[config.mk]
export PLATFORM = sky130hd
export DESIGN_NAME = dma_prio_arbiter
export DESIGN_NICKNAME = d
export VERILOG_FILES = /design/src/rtl/dma_prio_arbiter.sv
export SDC_FILE = /design/constraint.sdc
export NUM_CORES = 1
export LEC_CHECK = 0
export BUFFER_PORTS_ARGS = -buffer_cell sky130_fd_sc_hd__buf_2
export CAP_MARGIN = 20
export CELL_PAD_IN_SITES_DETAIL_PLACEMENT = 0
export CELL_PAD_IN_SITES_GLOBAL_PLACEMENT = 1
export CORE_ASPECT_RATIO = 0.7
export CORE_MARGIN = 2
export CORE_UTILIZATION = 22
export CTS_CLUSTER_SIZE = 28
export DETAILED_ROUTE_END_ITERATION = 7
export HOLD_SLACK_MARGIN = 0.15
export PLACE_DENSITY_LB_ADDON = 0.1
export SLEW_MARGIN = 15
export SYNTH_ARGS = -nofsm -noshare
export SYNTH_HDL_FRONTEND = slang
export SYNTH_SLANG_ARGS = --single-unit
[constraint.sdc]
create_clock -name clk -period 5.35 [get_ports clk]
set_input_delay 0.8025 -clock clk [delete_from_list [all_inputs] [get_ports clk]]
set_output_delay 0.8025 -clock clk [all_outputs]
set_load 0.005 [all_outputs]
[src/rtl/dma_prio_arbiter.sv]
module dma_prio_arbiter #(
  parameter int NCH  = 5,
  parameter int NPER = 3
) (
  input  logic                 clk,
  input  logic                 rst_n,
  input  logic [NCH*NPER-1:0]  per_req,
  input  logic [NCH-1:0]       ch_en,
  input  logic [NCH-1:0]       ch_cnt_nz,
  input  logic [2*NCH-1:0]     ch_prio,
  input  logic                 beat_done,
  output logic [NCH-1:0]       gnt,
  output logic                 gnt_vld,
  output logic [NCH*NPER-1:0]  per_ack
);

  logic [NCH-1:0] ch_req, elig, win;
  logic [1:0]     best;
  logic           found;
  logic           rearb;

  for (genvar c = 0; c < NCH; c++) begin : g_ch
    assign ch_req[c] = |per_req[c*NPER +: NPER];
    assign per_ack[c*NPER +: NPER] = per_req[c*NPER +: NPER] & {NPER{gnt[c] & beat_done}};
  end

  assign elig = ch_req & ch_en & ch_cnt_nz;

  always_comb begin
    win   = '0;
    best  = 2'b00;
    found = 1'b0;
    for (int c = 0; c < NCH; c++) begin
      if (elig[c] && (!found || ch_prio[2*c +: 2] > best)) begin
        win    = '0;
        win[c] = 1'b1;
        best   = ch_prio[2*c +: 2];
        found  = 1'b1;
      end
    end
  end

  assign rearb = !gnt_vld || beat_done;

  always_ff @(posedge clk) begin
    if (!rst_n)     gnt <= '0;
    else if (rearb) gnt <= win;
  end

  assign gnt_vld = |gnt;

endmodule


; ---- After elaboration in Yosys (flattened, before gate mapping)
; Index checks and enable logic that the tools add are counted.
[word_totals]
elab_cells = 50
ff_bits = 5
out_inout_bits = 21
in_bits = 38
[classes]
magnitude_cmp = 4
mux = 13
bitwise = 12
reduce_logical = 20
[ops]
columns = cell, count
row1 = 3-bit bitwise AND, 5
row2 = 5-bit two-way mux, 3
row3 = 3-bit OR reduction, 5
row4 = 5-bit bitwise AND, 2
row5 = 2-bit two-way mux, 5
row6 = 2-bit > comparator, 4
row7 = 1-bit bitwise AND, 5
row8 = 1-bit logical NOT, 5
row9 = 1-bit logical OR, 5
row10 = 1-bit two-way mux, 5
row11 = 5-bit OR reduction, 1
row12 = 1-bit logical AND, 4

; ---- Logic depth before layout (Yosys ltp)
; Gate-level depths: netlist (run 1).
[depth]
word_depth = 20
ltp_mapped = 24
depth_no_buf = 24

; ---- Worst setup path after synthesis (run 1)
; OpenSTA, ideal clock, no wires.
[synth_timing]
kind = input to register
startpoint = input port per_req[0]
endpoint = register gnt[4]
required_ns = 5.233
path_stages = 24
slack_ns = 0.150
n_path_buf = 0
arrival_time_ns = 5.082
setup_ns = 0.117
cell_sequence = o311a_4 and2_2 ha_1 nand2_1 o21ai_0 a21oi_1 a22oi_1 ha_1 nor2b_1 o21ai_0 a21oi_2 a221o_1 nand2_1 ha_1 nor2b_1 o21ai_0 a21oi_1 and2_1 a31oi_1 ha_1 nor2b_1 o21ai_0 a21oi_1 a32o_1
[synth_via]
elab_chain_len = 20
elab_cells_between_ends = 29
classes_between = order compare (4) / mux (10) / bitwise (2) / reduce/logical (13)
[synth_rtl]
columns = element, line_no
row1 = from (decl), 7  ; input logic [NCH*NPER-1:0] per_req,
row2 = 3-bit OR reduction *, 23  ; assign ch_req[c] = |per_req[c*NPER +: NPER];
row3 = 5-bit bitwise AND * (2 in series), 27  ; assign elig = ch_req & ch_en & ch_cnt_nz;
row4 = 2-bit two-way mux / 1-bit two-way mux (equally long branches), 34  ; if (elig[c] && (!found || ch_prio[2*c +: 2] > best)) begin
row5 = 2-bit > comparator / 1-bit logical NOT (equally long branches), 34
row6 = 1-bit logical OR, 34
row7 = 1-bit logical AND, 34
row8 = 2-bit two-way mux / 1-bit two-way mux (equally long branches), 34
row9 = 2-bit > comparator / 1-bit logical NOT (equally long branches), 34
row10 = [... 3 more ...], n/a
row11 = 2-bit > comparator / 1-bit logical NOT (equally long branches), 34
row12 = 1-bit logical OR, 34
row13 = 1-bit logical AND, 34
row14 = 2-bit two-way mux / 1-bit two-way mux (equally long branches), 34
row15 = 2-bit > comparator / 1-bit logical NOT (equally long branches), 34
row16 = 1-bit logical OR, 34
row17 = 1-bit logical AND, 34
row18 = 5-bit two-way mux *, 34
row19 = to (signal assigned), 47  ; else if (rearb) gnt <= win;
row20 = to (decl), 12  ; output logic [NCH-1:0] gnt,
; Mark *: on every way between the ends. The rest lies on a longest branch, timed or not.
; A chain may end at the register's enable or synchronous reset.

; ---- Worst setup path in the final report (run 1)
[layout_timing]
startpoint = input port per_req[2]
endpoint = register gnt[4]
; Same word-level chain as after synthesis.

==> key figures, run 1 <==
Finish
  • Fillcell total: 325
  • Register area: 100.1 sq um
  • Fin cells: 212
  • Antenna Cells: 0
  • Max reg flops: 5
  • Area Overhead vs Synth: 89.24%
  • Largest Register: gnt
  • Largest regs: gnt: 5 flops
  • Area taken by multi-input logic gates: between 700 and 800 sq um
  • Final Util: 43.32%
  • Layout cells sized above 1: roughly three fifths
  • Nets: 221

Place
  • PortBufs: between 50 and 60
  • Dpl ws: -0.5904 ns
  • GP Congestion: a little over 0.7
  • Placed cell count: between 200 and 250
  • Final HPWL DP: 2370 um

Min path
  • Worst Hold Class: flop to flop
  • Hold Path Cell Cnt: 2

Yosys
  • Register area share after synthesis: 13.89%
  • Gate Count Post-Synth: 93
  • Synth Flop Type: dfxtp_1
  • Asr flop ratio synth: 0%
  • Average size of a mapped cell: 7.749 sq um
  • Synth Register Bits: 5
  • Yosys warnings: 0
  • Cell Area, Synth: slightly above 700 sq um
  • Distinct cells, synth: 35
  • Syn_nets: 139
  • Post-synth EDFFs: 0

Global route
  • Antenna violations before repair: 0
  • First-pass GRT wire length: 4436 um
  • GR Util met2: 26.61%
  • Number of global-route vias before repair: 1016
  • Total gr overflow: 0
  • Largest net degree at the start of global routing: 18
  • Gr busiest metal: met2
  • Met1 usage: 20.14%
  • M3 GR Usage: 0.1938%
  • Total track usage: 15.02%

Setup path
  • Crit end category: flop
  • CP required: around 5.5 ns
  • Crit Path Category: input pin to flop
  • Crit Path Max Fanout: 5
  • Worst EP arrival: 5.24 ns
  • Reg2Reg Depth: 5
  • Critical Path Start Type: input pin

Routing
  • Total Routed Length: 2849 um
  • DR iter-0 viols: 26
  • DR WL/cell: 13.44 um
  • Final ANT Viol Nets: 0
  • Pre-antenna DRT Iters: 4
  • Drt drc: 0
  • Via density: between 4 and 5
  • DR vias: 1035

Power and ir drop
  • Power per cell area: between 150 and 200 nW/um^2
  • Switch Pwr: 0.07557 mW
  • Cell Int Power: approximately 0.15 mW
  • P_leak: roughly 0.75 nW
  • Reg power frac: 19.4%
  • Switching Share: ~33%
  • Clock power share: 30.0%
  • Logic pwr share: around half
  • IR drop worst, VDD: 0.0001475 V

Clock tree
  • CTS root buf: clkbuf_8
  • CTS tree: done
  • CTS clk-pin slew, worst paths: 0.03 ns
  • Clk Latency, worst-skew pair: between 0.2 and 0.25 ns
  • Number of CTS-inserted buffers: 3
  • H-tree depth: 1
  • Clk sinks: 5
  • Clk buf depth: 2

STA
  • Period minus WS final: approximately 5 ns
  • Final-report hold violation count: 0
  • Final period util: 95.92%
  • Pins over their slew limit: 0
  • Final Worst Setup Slack: 0.2182 ns
  • Worst hold slack: 0.5229 ns
  • Setup Viol. Count Final: 0
  • Worst slew pin tran: between 0.5 and 0.6 ns
  • Peak Freq: approximately 190 MHz
  • Setup_tns: 0 ns
  • Worst clock skew: about 0.0024 ns
  • Rel. slew slack: 63.49%

Die
  • Die area: 3757 sq um
  • # IOs: around 60
  • Die Span Y: 51.89 um
  • DIE WIDTH: 72.41 um
  • Core Region: 3148 sq um
  • Effective utilization at floorplan: between 20% and 30%
  • Number of cell rows: 17

Status
  • Status: finished clean

Flow run
  • Max-capacitance violation count: 0
cells by family after synthesis:
kind of cell	synth area share [%]
DFF	13.89
AOI/OAI and AO/OA	36.64
buffers and inverters	3.125
and+or+nand+nor	32.46
adders and majority gates	13.89
repair_timing:
| action | 4_1_cts | 5_1_grt |
|---|---|---|
| pin swaps | 0 | 14 |
| cloned | 0 | 0 |
| endpoints found under the setup margin | 5 | 5 |
| buffers inserted | 0 | 7 |
| hold buffers | 0 | 0 |
| gates resized for setup | 6 | 21 |
critical path, cell delays in order:
cell	delay [ns]
buf_2	0.12
o311a_4	0.40
nand2_2	0.09
ha_4	0.20
nor2b_2	0.15
o21ai_2	0.19
o21a_4	0.17
a22oi_2	0.08
ha_1	0.32
nor2b_4	0.14
o21ai_4	0.17
a21oi_4	0.09
a221o_1	0.34
nand2_2	0.10
ha_4	0.20
nor2b_2	0.15
o21ai_2	0.16
a21oi_2	0.09
and2_1	0.16
a31oi_1	0.16
ha_1	0.26
nor2b_1	0.13
o21ai_1	0.18
a21oi_2	0.13
a32o_1	0.24
final timing paths:
path         slack [ns]                  end                 from
max reg2reg        3.99  gnt[2]$_SDFFE_PN0P_  gnt[3]$_SDFFE_PN0P_
min reg2reg        0.52  gnt[2]$_SDFFE_PN0P_  gnt[2]$_SDFFE_PN0P_
min                0.52  gnt[2]$_SDFFE_PN0P_  gnt[2]$_SDFFE_PN0P_
max                0.22  gnt[4]$_SDFFE_PN0P_           per_req[2]
metal layers:
metal	vias to the layer above	routed length [um]
li1	525	-
met1	476	1416
met2	34	1280
met3	0	151
met4	0	0
met5	-	0
synth_stat cells (all sizes together) (2+ instances only):
cell | count | area [sq um]
nand2 | 12 | 45.04
nand3 | 3 | 15.01
o311ai | 5 | 68.83
nand4 | 3 | 18.77
ha | 8 | 100.1
dfxtp | 5 | 100.1
a21o | 2 | 15.01
and2 | 2 | 13.77
o21ai | 8 | 40.04
a21oi | 5 | 28.78
and3 | 15 | 95.09
inv | 5 | 18.77
nor2b | 5 | 31.28
cell usage in the layout, fill, tap and decap left out, types with 2 or more instances in the layout:
cell type  count
a21o_1         2
buf_2         58
nor2b_1        2
o21ai_0        2
and3_1        14
nand3_1        3
clkbuf_8       3
nor2b_2        2
o311ai_1       2
inv_1          5
dfxtp_1        5
o21ai_2        2
nand4_1        3
ha_1           5
o21ai_1        3
buf_4         19
ha_4           3
nand2_2        4
a21oi_2        3
nand2_1        8
cell type report:
cell class,count,share of cell area [%]
Clock buffer,4,3.303
Inverter,5,1.376
Multi-Input combinational cell,82,51.93
Sequential cell,5,7.339
Tap cell,38,3.486
Timing Repair Buffer,78,32.57
power groups by stage:
stage	sequential (mW)	combinational (mW)	clock [mW]
2_1_floorplan	0.0434	0.0424	0
3_3_place_gp	0.0444	0.0869	0
3_5_place_dp	0.0447	0.0892	0
4_1_cts	0.0441	0.0927	0.0701
5_1_grt	0.0447	0.125	0.0726
6_report	0.0440	0.115	0.0680
per-stage QoR:
step / total power [mW] / cell area (sq um)
final: 0.2266 / 1364
after global routing: 0.2427 / 1364
after CTS: 0.2070 / 1205
after detailed placement: 0.1339 / 1152
after global placement: 0.1312 / 1152
after floorplan: 0.08579 / 720.7
No activity file was read; power rests on OpenSTA's default activity.
==> inputs of run 2 (changes only) <==
- CELL_PAD_IN_SITES_DETAIL_PLACEMENT: 0 -> 1
- CELL_PAD_IN_SITES_GLOBAL_PLACEMENT: 1 -> 2
- CORE_UTILIZATION: 22 -> 17
- CTS_BUF_LIST: not set -> sky130_fd_sc_hd__clkbuf_8 sky130_fd_sc_hd__clkbuf_16
==> key figures, run 2 (same netlist as run 1, synthesis figures left out) <==
Routing
  • Via density: 4.797 (was 4.882)
  • Drt drc: 0 (unchanged)
  • DR WL/cell: 13.60 um (was 13.44 um)
  • Total Routed Length: 3019 um (was 2849 um)
  • DR vias: 1065 (was 1035)
  • Final ANT Viol Nets: 0 (unchanged)
  • DR iter-0 viols: 19 (was 26)
  • Pre-antenna DRT Iters: 4 (unchanged)

STA
  • Setup Viol. Count Final: 0 (unchanged)
  • Pins over their slew limit: 0 (unchanged)
  • Final-report hold violation count: 0 (unchanged)
  • Rel. slew slack: 55.61% (was 63.49%)
  • Period minus WS final: 5.092 ns (was 5.132 ns)
  • Worst clock skew: 0.0005885 ns (was 0.002437 ns)
  • Final period util: 95.18% (was 95.92%)
  • Peak Freq: 196.4 MHz (was 194.9 MHz)
  • Worst slew pin tran: 0.6555 ns (was 0.5391 ns)

Clock tree
  • Number of CTS-inserted buffers: 3 (unchanged)
  • Clk buf depth: 2 (unchanged)
  • CTS clk-pin slew, worst paths: 0.03 ns (about the same)
  • Hold_buf cts: 0 (unchanged)
  • CTS root buf: clkbuf_8 (unchanged)
  • H-tree depth: 1 (unchanged)
  • Clk sinks: 5 (unchanged)
  • Clk Latency, worst-skew pair: 0.22 ns (about the same)
  • CTS tree: done (unchanged)

Finish
  • Layout cells sized above 1: 56.47% (was 61.49%)
  • Final Util: 32.36% (was 43.32%)
  • Register area: 100.1 sq um (unchanged)
  • Nets: 217 (was 221)
  • Antenna Cells: 0 (unchanged)
  • Max reg flops: 5 (unchanged)
  • Fin cells: 222 (was 212)
  • Most common cell after layout, fill and taps aside: buf_2 (unchanged)
  • Area Overhead vs Synth: 79.34% (was 89.24%)
  • Largest regs: gnt: 5 flops (unchanged)
  • Area taken by multi-input logic gates: 653.1 sq um (was 708.2 sq um)
  • Most frequent cells in the layout: 58 x buf_2, 16 x buf_4, 14 x and3_1 (was 58 x buf_2, 19 x buf_4, 14 x and3_1)
  • Largest Register: gnt (unchanged)
  • Fillcell total: 508 (was 325)

Global route
  • Total gr overflow: 0 (unchanged)
  • Largest net degree at the start of global routing: 18 (unchanged)
  • Antenna violations before repair: 0 (unchanged)
  • First-pass GRT wire length: 4685 um (was 4436 um)
  • Total track usage: 12.85% (was 15.02%)
  • Number of global-route vias before repair: 1074 (was 1016)

Setup path
  • FF-to-FF Start: gnt[3]$_SDFFE_PN0P_ (unchanged)
  • Worst EP arrival: 5.19 ns (was 5.24 ns)
  • Critical Path Start Type: input pin (unchanged)
  • Crit path from: per_req[0] (was per_req[2])
  • Crit Path Category: input pin to flop (unchanged)
  • CP required: 5.45 ns (about the same)
  • Crit Path Max Fanout: 5 (unchanged)
  • Reg2Reg Depth: 5 (unchanged)
  • Crit end category: flop (unchanged)
  • R2r setup slk: 4.04 ns (was 3.99 ns)
  • FF-to-FF End: gnt[2]$_SDFFE_PN0P_ (unchanged)
  • CP endpoint: gnt[1]$_SDFFE_PN0P_ (was gnt[4]$_SDFFE_PN0P_)

Power and ir drop
  • Power per cell area: 166.1 nW/um^2 (about the same)
  • P_leak: 0.7242 nW (was 0.7540 nW)
  • IR drop worst, VDD: 0.00006244 V (was 0.0001475 V)

Die
  • # IOs: 59 (unchanged)
  • Number of cell rows: 19 (was 17)
  • Core Region: 3994 sq um (was 3148 sq um)
  • DIE WIDTH: 81.82 um (was 72.41 um)
  • Die area: 4784 sq um (was 3757 sq um)
  • Die Span Y: 58.48 um (was 51.89 um)
  • Effective utilization at floorplan: 18.05% (was 22.89%)

Flow run
  • Max-capacitance violation count: 0 (unchanged)

Status
  • Status: finished clean (unchanged)

Min path
  • Worst Hold Class: flop to flop (unchanged)

Place
  • Placed cell count: 215 (was 201)
  • Final HPWL DP: 2639 um (was 2370 um)
  • GP Congestion: 0.7555 (was 0.7238)
  • PortBufs: 58 (unchanged)
[run 2: changes by cell type in the layout (fill, tap and decap cells not counted), moves of 3 or more]
cell and delta:
buf_4 -3, nand2_1 +3, nand2_2 -3, nor2b_1 +3
[run 2: what timing repair did]
| item | in CTS | in global routing |
|---|---|---|
| buffers inserted | 0 | 3 |
| gates cloned | 0 | 0 |
| pin swaps | 0 | 9 |
| setup endpoints to repair | 5 | 5 |
| resized for setup | 5 | 11 |
[run 2: worst max-delay path, stage by stage]
cell and delay [ns]:
buf_2 0.11, o311a_4 0.38, and2_2 0.19, ha_1 0.27, nand2_1 0.08, o21ai_2 0.07, o21a_4 0.21, a22oi_2 0.17
ha_1 0.26, nor2b_1 0.15, o21ai_2 0.17, a21oi_2 0.09, a221o_1 0.33, nand2_2 0.10, ha_4 0.20, nor2b_1 0.14
o21ai_2 0.17, a21oi_2 0.08, buf_4 0.17, a21o_1 0.14, o22ai_1 0.14, ha_1 0.26, nand2_1 0.06, o21ai_1 0.07
a21oi_2 0.26, o21ai_0 0.13
[run 2: power by group]
part	internal (mW)	switching (mW)	total, mW
combinational	0.0525	0.0508	0.103
clock	0.0492	0.0186	0.0678
sequential	0.0401	0.00356	0.0437
total	0.142	0.0729	0.215
[run 2: final cells by class]
type                       instances  area share, %
tap                               52          5.034
multi-input combinational         82          50.53
inverter                           5          1.452
timing repair buffer              74          31.75
sequential                         5          7.744
clock inverter                     1         0.2904
clock buffer                       3          3.195
[run 2: routing by layer]
metal	routed length (um)	vias up	global-route usage [%]
met5	0	-	0
li1	-	519	-
met3	284	2	3.067
met2	1331	44	21.84
met4	12	0	4.048
met1	1390	500	16.09
[run 2: worst min path at each step]
stage                              startpoint                   to  slack, ns  cells past startpoint
after floorplan           gnt[2]$_SDFFE_PN0P_  gnt[2]$_SDFFE_PN0P_       0.48                      2
after global placement    gnt[2]$_SDFFE_PN0P_  gnt[2]$_SDFFE_PN0P_       0.51                      2
after detailed placement  gnt[2]$_SDFFE_PN0P_  gnt[2]$_SDFFE_PN0P_       0.52                      2
after CTS                 gnt[2]$_SDFFE_PN0P_  gnt[2]$_SDFFE_PN0P_       0.52                      2
after global routing      gnt[1]$_SDFFE_PN0P_  gnt[1]$_SDFFE_PN0P_       0.55                      2
final                     gnt[0]$_SDFFE_PN0P_  gnt[0]$_SDFFE_PN0P_       0.51                      2
[run 2: stage by stage]
stage | hold slack (ns) | TNS, ns | cell area (sq um) | setup slack, ns | power, mW
4_1_cts | 0.5242 | 0 | 1219 | 0.05403 | 0.2080
3_5_place_dp | 0.5202 | -2.398 | 1170 | -0.4985 | 0.1352
5_1_grt | 0.5526 | -0.01061 | 1292 | -0.01061 | 0.2341
3_3_place_gp | 0.5121 | -1.244 | 1170 | -0.2677 | 0.1314
2_1_floorplan | 0.4781 | 0 | 720.7 | 0.1503 | 0.08579
6_report | 0.5134 | 0 | 1292 | 0.2581 | 0.2147
==> inputs of run 3 (changes only) <==
- CAP_MARGIN: 20 -> 10
- GPL_TIMING_DRIVEN: not set -> 0
==> key figures, run 3 (same netlist as run 1, synthesis figures left out) <==
Status
  • Status: finished clean (unchanged)

Clock tree
  • Clk Latency, worst-skew pair: 0.22 ns (about the same)
  • Number of CTS-inserted buffers: 3 (unchanged)
  • H-tree depth: 1 (unchanged)
  • CTS clk-pin slew, worst paths: 0.04 ns (was 0.03 ns)
  • CTS tree: done (unchanged)
  • Clk sinks: 5 (unchanged)
  • CTS root buf: clkbuf_8 (unchanged)
  • Clk buf depth: 2 (unchanged)

Setup path
  • Worst EP arrival: 5.23 ns (was 5.19 ns)
  • Critical Path Start Type: input pin (unchanged)
  • Crit end category: flop (unchanged)
  • CP required: 5.44 ns (was 5.45 ns)
  • Crit Path Max Fanout: 5 (unchanged)
  • Crit Path Category: input pin to flop (unchanged)

Global route
  • Antenna violations before repair: 0 (unchanged)
  • Total gr overflow: 0 (unchanged)
  • First-pass GRT wire length: 4374 um (was 4685 um)
  • Total track usage: 11.81% (was 12.85%)
  • Largest net degree at the start of global routing: 11 (was 18)
  • Number of global-route vias before repair: 967 (was 1074)

STA
  • Setup Viol. Count Final: 0 (unchanged)
  • Worst clock skew: 0.006234 ns (was 0.0005885 ns)
  • Rel. slew slack: 58.34% (was 55.61%)
  • Worst hold slack: 0.5130 ns (was 0.5134 ns)
  • Final-report hold violation count: 0 (unchanged)
  • Period minus WS final: 5.146 ns (was 5.092 ns)
  • Worst slew pin tran: 0.6151 ns (was 0.6555 ns)
  • Peak Freq: 194.3 MHz (was 196.4 MHz)
  • Final Worst Setup Slack: 0.2045 ns (was 0.2581 ns)
  • Final period util: 96.18% (was 95.18%)
  • Pins over their slew limit: 0 (unchanged)

Routing
  • DR WL/cell: 13.84 um (was 13.60 um)
  • Pre-antenna DRT Iters: 3 (was 4)
  • Via density: 4.731 (was 4.797)
  • Total Routed Length: 2989 um (was 3019 um)
  • Final ANT Viol Nets: 0 (unchanged)
  • DR vias: 1022 (was 1065)
  • Drt drc: 0 (unchanged)
  • DR iter-0 viols: 26 (was 19)

Place
  • Dpl ws: -0.6065 ns (was -0.4985 ns)
  • Dpl cell area: 1076 sq um (was 1170 sq um)
  • PortBufs: 58 (unchanged)
  • GP Congestion: 0.7041 (was 0.7555)
  • Final HPWL DP: 2442 um (was 2639 um)

Finish
  • Fillcell total: 505 (was 508)
  • Largest regs: gnt: 5 flops (unchanged)
  • Antenna Cells: 0 (unchanged)
  • Max reg flops: 5 (unchanged)
  • Nets: 211 (was 217)
  • Most frequent cells in the layout: 58 x buf_2, 14 x and3_1, 11 x nand2_1 (was 58 x buf_2, 16 x buf_4, 14 x and3_1)
  • Post-route cell area: 1282 sq um (was 1292 sq um)
  • Area Overhead vs Synth: 77.95% (was 79.34%)
  • Largest Register: gnt (unchanged)
  • Layout cells sized above 1: 56.71% (was 56.47%)
  • Most common cell after layout, fill and taps aside: buf_2 (unchanged)

Die
  • Effective utilization at floorplan: 18.05% (unchanged)
  • Die Span Y: 58.48 um (unchanged)
  • Core Region: 3994 sq um (unchanged)
  • DIE WIDTH: 81.82 um (unchanged)
  • # IOs: 59 (unchanged)
  • Number of cell rows: 19 (unchanged)
  • Die area: 4784 sq um (unchanged)

Power and ir drop
  • Switching Share: 34.86% (was 33.96%)
  • P_leak: 0.7051 nW (was 0.7242 nW)
  • IR drop worst, VDD: 0.00007959 V (was 0.00006244 V)
  • Clock power share: 31.5% (was 31.6%)
  • Design Power: 0.2161 mW (was 0.2147 mW)
  • Switch Pwr: 0.07531 mW (was 0.07292 mW)
  • Reg power frac: 20.2% (was 20.3%)
  • Power per cell area: 168.5 nW/um^2 (was 166.1 nW/um^2)
  • Logic pwr share: 48.2% (was 48.1%)
  • Cell Int Power: 0.1407 mW (was 0.1418 mW)

Min path
  • Worst Hold Class: flop to flop (unchanged)

Flow run
  • Max-capacitance violation count: 0 (unchanged)
==> run 3: what timing repair did <==
item | in CTS | in global routing
setup buffers | 0 | 9
pin swaps | 1 | 15
hold buffers | 0 | 0
endpoints found under the setup margin | 5 | 5
gates resized for setup | 6 | 17
==> run 3: per-stage QoR <==
stage / setup TNS (ns) / std cells / utilization [%]
floorplan: 0 / 93 / -
global placement: -3.026 / 203 / 26.94
detailed placement: -2.909 / 203 / 26.94
CTS: 0 / 207 / 28.35
global route: -0.2158 / 216 / 32.11
finish: 0 / 216 / 32.11
==> run 3: final cells by class <==
cell class	count	area, sq um	area share [%]
Clock buffer	3	41.29	3.220
Clock inverter	1	3.754	0.2927
Buffer	1	3.754	0.2927
Multi-Input combinational cell	82	691.9	53.95
Tap cell	52	65.06	5.073
Timing Repair Buffer	67	357.8	27.90
Inverter	5	18.77	1.463
Sequential cell	5	100.1	7.805
==> run 3: power by group through the flow <==
stage	clock, mW	sequential [mW]	combinational (mW)
floorplan	0	0.0434	0.0424
global placement	0	0.0443	0.0779
detailed placement	0	0.0444	0.0796
CTS	0.0700	0.0438	0.0831
global route	0.0725	0.0444	0.117
finish	0.0681	0.0437	0.104
==> run 3: final timing paths <==
kind	cells past startpoint	end	slack, ns	start
worst min register to register	2	gnt[2]$_SDFFE_PN0P_	0.51	gnt[2]$_SDFFE_PN0P_
worst max-delay path	25	gnt[1]$_SDFFE_PN0P_	0.20	per_req[2]
worst min-delay path	2	gnt[2]$_SDFFE_PN0P_	0.51	gnt[2]$_SDFFE_PN0P_
worst max register to register	5	gnt[2]$_SDFFE_PN0P_	4.01	gnt[3]$_SDFFE_PN0P_
==> run 3: metal layers <==
layer  global-route usage, %  vias up  routed length (um)
met1                   16.74      471                1405
met5                       0        -                   0
met2                   18.23       44                1292
met3                   3.528        4                 259
li1                        -      503                   -
met4                   1.429        0                  31
==> run 3: critical path, stage by stage <==
cell and delay (ns):
buf_2 0.12, o311a_4 0.38, and2_2 0.19, ha_1 0.27
nand2_1 0.08, o21ai_2 0.08, o21a_4 0.22, a22oi_2 0.15
ha_1 0.26, nor2b_4 0.13, o21ai_2 0.20, a21oi_4 0.10
a221o_1 0.33, nand2_2 0.09, ha_4 0.20, nor2b_2 0.15
o21ai_2 0.18, a21o_1 0.24, buf_4 0.14, o22ai_1 0.08
ha_1 0.29, nand2_1 0.06, o21ai_1 0.07, a21oi_2 0.25
o21ai_0 0.15
